## config.mk

```make
export PLATFORM = sky130hd
export DESIGN_NAME = stretch_tmo_mon
export DESIGN_NICKNAME = d
export VERILOG_FILES = /design/src/rtl/stm_pkg.sv /design/src/rtl/stm_thr_reg.sv /design/src/rtl/stm_prescaler.sv /design/src/rtl/stm_accum.sv /design/src/rtl/stretch_tmo_mon.sv
export SDC_FILE = /design/constraint.sdc
export NUM_CORES = 1
export LEC_CHECK = 0
export CELL_PAD_IN_SITES_DETAIL_PLACEMENT = 0
export CELL_PAD_IN_SITES_GLOBAL_PLACEMENT = 1
export CORE_MARGIN = 5
export CORE_UTILIZATION = 33
export DETAILED_ROUTE_END_ITERATION = 10
export PLACE_DENSITY = 0.71
export SLEW_MARGIN = 20
export SYNTH_ARGS = -nofsm -noshare
export SYNTH_HDL_FRONTEND = slang
export SYNTH_SLANG_ARGS = --single-unit
export TNS_END_PERCENT = 5
```

## constraint.sdc

```tcl
create_clock -name clk -period 2.1 [get_ports clk]
set_input_delay 0.315 -clock clk [delete_from_list [all_inputs] [get_ports clk]]
set_output_delay 0.315 -clock clk [all_outputs]
set_load 0.1 [all_outputs]
```

## src/rtl/stm_pkg.sv

```systemverilog
package stm_pkg;

    // Per-cycle decision taken from bus state and enable
    typedef struct packed {
        logic run;    // count this cycle as stretched low time
        logic clear;  // discard accumulated time
    } stm_step_t;

    typedef enum logic [1:0] {
        FLAG_HOLD  = 2'd0,
        FLAG_SET   = 2'd1,
        FLAG_CLEAR = 2'd2
    } flag_act_e;

    function automatic stm_step_t decode_step(
        input logic en,
        input logic scl,
        input logic start_ev,
        input logic stop_ev
    );
        stm_step_t s;
        s.clear = !en || start_ev || stop_ev;
        s.run   = !s.clear && !scl;
        return s;
    endfunction

    // Set has priority so a timeout in the clearing cycle is not lost
    function automatic flag_act_e flag_action(input logic hit, input logic clr);
        if (hit)      return FLAG_SET;
        else if (clr) return FLAG_CLEAR;
        else          return FLAG_HOLD;
    endfunction

endpackage

```

## src/rtl/stm_thr_reg.sv

```systemverilog
module stm_thr_reg #(
    parameter int THR_W = 12
) (
    input  logic             clk,
    input  logic             rst,
    input  logic             locked,
    input  logic             we,
    input  logic [THR_W-1:0] wdata,
    output logic [THR_W-1:0] value
);
    always_ff @(posedge clk) begin
        if (rst)
            value <= '0;
        else if (we && !locked)
            value <= wdata;
    end
endmodule

```

## src/rtl/stm_prescaler.sv

```systemverilog
module stm_prescaler
    import stm_pkg::*;
#(
    parameter int PRESC = 2048
) (
    input  logic      clk,
    input  logic      rst,
    input  stm_step_t step,
    output logic      tick
);
    localparam int PW = (PRESC > 1) ? $clog2(PRESC) : 1;
    localparam logic [PW-1:0] LAST = PW'(PRESC - 1);

    logic [PW-1:0] cnt_q;

    assign tick = step.run && (cnt_q == LAST);

    always_ff @(posedge clk) begin
        if (rst || step.clear)
            cnt_q <= '0;
        else if (tick)
            cnt_q <= '0;
        else if (step.run)
            cnt_q <= cnt_q + 1'b1;
    end
endmodule

```

## src/rtl/stm_accum.sv

```systemverilog
module stm_accum
    import stm_pkg::*;
#(
    parameter int THR_W = 12
) (
    input  logic             clk,
    input  logic             rst,
    input  stm_step_t        step,
    input  logic             tick,
    input  logic [THR_W-1:0] thr,
    output logic [THR_W-1:0] acc,
    output logic             hit
);
    localparam logic [THR_W-1:0] ACC_MAX = '1;

    // The tick that would push the count past thr is the crossing point
    assign hit = tick && (acc == thr);

    always_ff @(posedge clk) begin
        if (rst || step.clear)
            acc <= '0;
        else if (tick && acc != ACC_MAX)
            acc <= acc + 1'b1;
    end
endmodule

```

## src/rtl/stretch_tmo_mon.sv

```systemverilog
module stretch_tmo_mon
    import stm_pkg::*;
#(
    parameter int THR_W = 12,
    parameter int PRESC = 2048
) (
    input  logic             clk,
    input  logic             rst,
    input  logic             scl_in,
    input  logic             start_evt,
    input  logic             stop_evt,
    input  logic             mon_en,
    input  logic             thr_we,
    input  logic [THR_W-1:0] thr_wdata,
    input  logic             tmo_clr,
    input  logic             irq_en,
    output logic [THR_W-1:0] thr_value,
    output logic             tmo_flag,
    output logic             irq_req
);
    stm_step_t        step;
    logic             tick;
    logic             hit;
    logic [THR_W-1:0] acc_cnt;
    flag_act_e        act;

    assign step = decode_step(mon_en, scl_in, start_evt, stop_evt);

    stm_thr_reg #(.THR_W(THR_W)) u_thr (
        .clk    (clk),
        .rst    (rst),
        .locked (mon_en),
        .we     (thr_we),
        .wdata  (thr_wdata),
        .value  (thr_value)
    );

    stm_prescaler #(.PRESC(PRESC)) u_presc (
        .clk  (clk),
        .rst  (rst),
        .step (step),
        .tick (tick)
    );

    stm_accum #(.THR_W(THR_W)) u_acc (
        .clk  (clk),
        .rst  (rst),
        .step (step),
        .tick (tick),
        .thr  (thr_value),
        .acc  (acc_cnt),
        .hit  (hit)
    );

    assign act = flag_action(hit, tmo_clr);

    always_ff @(posedge clk) begin
        if (rst)
            tmo_flag <= 1'b0;
        else begin
            case (act)
                FLAG_SET:   tmo_flag <= 1'b1;
                FLAG_CLEAR: tmo_flag <= 1'b0;
                default:    tmo_flag <= tmo_flag;
            endcase
        end
    end

    assign irq_req = tmo_flag && irq_en;
endmodule

```

==> run_results.csv <==
group,metric,value,unit
outcome,status,"finished, final reports clean",
critical_path,worstRegToRegCells,6,
grt,grt_pass1_vias,1605,
final_layout,syn_to_final_growth,39.2,%
yosys,synth-edff-count,0,
sta,fin_crit_sh,95.6,%
run,maxCapViolations,0,
critical_path,r2r_end,"u_acc.acc[3]",
sta,fmax,0.498,GHz
worst_hold_path,hold_start,"scl_in",
yosys,synth.yosys.seq_area_share,41.9,%
critical_path,r2r_setup_slack,0.09,ns
floorplan,initial_core_util,33.9,%
yosys,synthCells,209,
critical_path,r2r-start,"u_presc.cnt_q[0]",
power,powerDensity,591,nW/um^2
sta,period_needed,2.01,ns
cts,clk-insertion-delay-late,0.29,ns
sta,rsz0062_at_grt,"no",
critical_path,setup.worst_path.end_class,"flip-flop",
worst_hold_path,hold_end,"u_presc.cnt_q[1]",
sta,finClkSkew,0.00634,ns
power,leakage,0.903,nW
critical_path,critPathMaxFanout,6,
sta,hold_viol_final,0,
placed_design,gp_congestion,0.764,
yosys,synth_nets,232,
critical_path,cp-start-kind,"flip-flop",
drt,drt_first_pass_iters,4,
yosys,yosysWarnings,0,
floorplan,num_rows,26,
cts,cts_buffer_depth,2,
critical_path,crit_top_cell,"or4_4",
grt,gr-usage-all-layers,13.7,%
critical_path,cp.arrival,2.23,ns
final_layout,layout.nets,289,
grt,gr-total-overflow,0,
cts,cts_root_buf,"clkbuf_8",
sta,max-slew-margin-rel,67.9,%
drt,post-route-drc-count,0,
sta,maxSlewViolCount,0,
final_layout,n_antenna_cell,0,
floorplan,die_area,6760,sq um
grt,grt_max_degree,14,
floorplan,fp.coreArea,5070,sq um
drt,drt_iter0_drc,83,
drt,wire_per_inst,12.6,um
power,vdd_ir_drop_max,380,uV
yosys,avgSynthCellArea,8.24,sq um
placed_design,hpwlAfterDp,3090,um
placed_design,place_ws,-0.388,ns
power,p_total,1.42,mW
critical_path,required,2.32,ns
yosys,synth_area,1720,sq um
floorplan,pin_count,35,
yosys,synth_top_area_share,41.9,%
worst_hold_path,hp-class,"input port to flip-flop",
drt,drt_wl_total,4220,um
drt,vias_per_cell,4.93,
sta,tightest_slew,0.480,ns
yosys,synthArstFlopShare,0,%
drt,ant_nets,0,
critical_path,path_class,"flip-flop to flip-flop",
grt,antenna_found_initial,0,
final_layout,layout-drive-gt1-share,20.7,%
critical_path,cpMaxStageDelayCell,"or4_4",
sta,fin_ws,0.0932,ns
floorplan,chipWidth,82.2,um
grt,grt_first_pass_wirelength,7160,um
placed_design,portBuffers,34,
worst_hold_path,hold_depth,5,
yosys,netlist-cell-type-count,34,
cts,cts_tree,"yes",
cts,htreeDepth,2,
sta,setup_viol,0,
yosys,ys_ff_latch,36,
critical_path,crit_chain,"ha_1 -> nand2_1 -> or4_4 -> buf_6 -> or4_4 -> a21oi_2",
yosys,synth_top_cell_by_area,"dfxtp_1",
yosys,synth_flop_cell,"dfxtp_1",
cts,clock_sinks,36,
drt,vias,1655,
cts,clk_pin_slew_worst_paths,0.07,ns
cts,cts_hold_repair.buffers,0,
cts,numCtsBuffers,5,
yosys,synthTopCellsByArea,"dfxtp_1 (42%), nand2_1 (7.8%), xor2_1 (7.1%)",
critical_path,crit_path_max_incr_delay,0.53,ns
floorplan,die_h,82.2,um
[synth_stat cells (all sizes together), types with 2 or more instances]
library cell	count
nand3	9
inv	3
nand2	36
nor3	4
xnor2	8
mux2i	2
o21ai	4
and3	3
clkbuf	6
nand4	5
or4	5
or4b	2
nor2	13
o31ai	5
xor2	14
nor4	9
and2	2
nand2b	4
ha	2
dfxtp	36
or3	3
nor4b	2
a21oi	23
[metrics by stage]
stage	util [%]	cells	instance area, sq um	setup TNS [ns]	hold slack (ns)
floorplan	-	209	1740	-0.0284	0.384
global placement	44.3	324	2250	-5.13	0.478
detailed placement	44.3	324	2250	-5.49	0.478
CTS	46.9	336	2380	0	0.449
global route	47.2	336	2400	0	0.456
finish	47.2	336	2400	0	0.443
[area by class of cell]
type / instances / area (sq um)
repair buffers: 57 / 494
inverters: 3 / 11.3
flip-flops and latches: 36 / 723
multi-input cells: 163 / 983
well taps: 70 / 87.6
clock buffers: 7 / 96.3
fillers: 527 / 2680
[metal layers]
| layer | vias up | track usage, % | wire length (um) |
|---|---|---|---|
| met5 | - | 0 | 0 |
| met2 | 26 | 22.2 | 1990 |
| li1 | 860 | - | - |
| met4 | 0 | 5.98 | 66 |
| met3 | 6 | 3.36 | 188 |
| met1 | 763 | 17.3 | 1980 |
[placed cells by master, fill, tap and decap left out, drive strengths merged]
cell,Yosys,routed
clkdlybuf4s15,0,2
and4,1,1
clkdlybuf4s50,0,16
or4,5,5
and2,2,2
a31oi,1,1
ha,2,2
o211ai,1,1
nand4,5,5
buf,1,39
a21oi,23,23
o41ai,1,1
nor3,4,4
nor2,13,13
nand3b,1,1
or4b,2,2
nand3,9,9
or3,3,3
dfxtp,36,36
nor4b,2,2
clkbuf,6,7
o21ai,4,4
nand2b,4,4
nand4b,1,1
o31ai,5,5
mux2i,2,2
nor4,9,9
inv,3,3
xor2,14,14
nand2,36,36
o211a,1,1
and3,3,3
nor2b,1,1
xnor2,8,8
[cells by family (layout without fill, tap and decap cells)]
group | after synthesis | after routing | share of synthesized area, %
compound gates | 36 | 36 | 11.9
xor+xnor | 22 | 22 | 11.2
fa+ha+maj | 2 | 2 | 1.45
buf+inv | 10 | 67 | 2.33
flops | 36 | 36 | 41.9
mux | 2 | 2 | 1.16
simple gates | 101 | 101 | 30.1
[state kept, by name (all words and copies together), names as in the netlist]
register       cells
u_acc.acc         12
u_thr.value       12
u_presc.cnt_q     11
tmo_flag           1
[report_power, final]
part,internal [mW],switching [mW],total (mW)
logic,0.0691,0.117,0.186
registers,0.693,0.0106,0.704
clock network,0.292,0.233,0.525
[repair_timing]
action / in CTS / in global routing
buffers inserted: 4 / 0
setup endpoints to repair: 7 / 4
gates cloned: 1 / 0
pin swaps: 4 / 1
resized for setup: 14 / 6
[worst max-delay path by stage]
stage,start,end
2_1_floorplan,tmo_flag,irq_req
3_3_place_gp,start_evt,u_acc.acc[3]
3_5_place_dp,start_evt,u_acc.acc[3]
4_1_cts,start_evt,u_acc.acc[3]
5_1_grt,u_presc.cnt_q[0],u_acc.acc[3]
6_report,u_presc.cnt_q[0],u_acc.acc[3]
[worst max-delay path, delay by kind of cell, from the launching register on]
family,cells,cell delay (ns)
flip-flops,1,0.35
AND/OR/NAND/NOR,3,1.13
adder cells (fa/ha/maj),1,0.17
AO/OA/AOI/OAI,1,0.14
buffers and inverters,1,0.15
No activity file was read; power rests on OpenSTA's default activity.
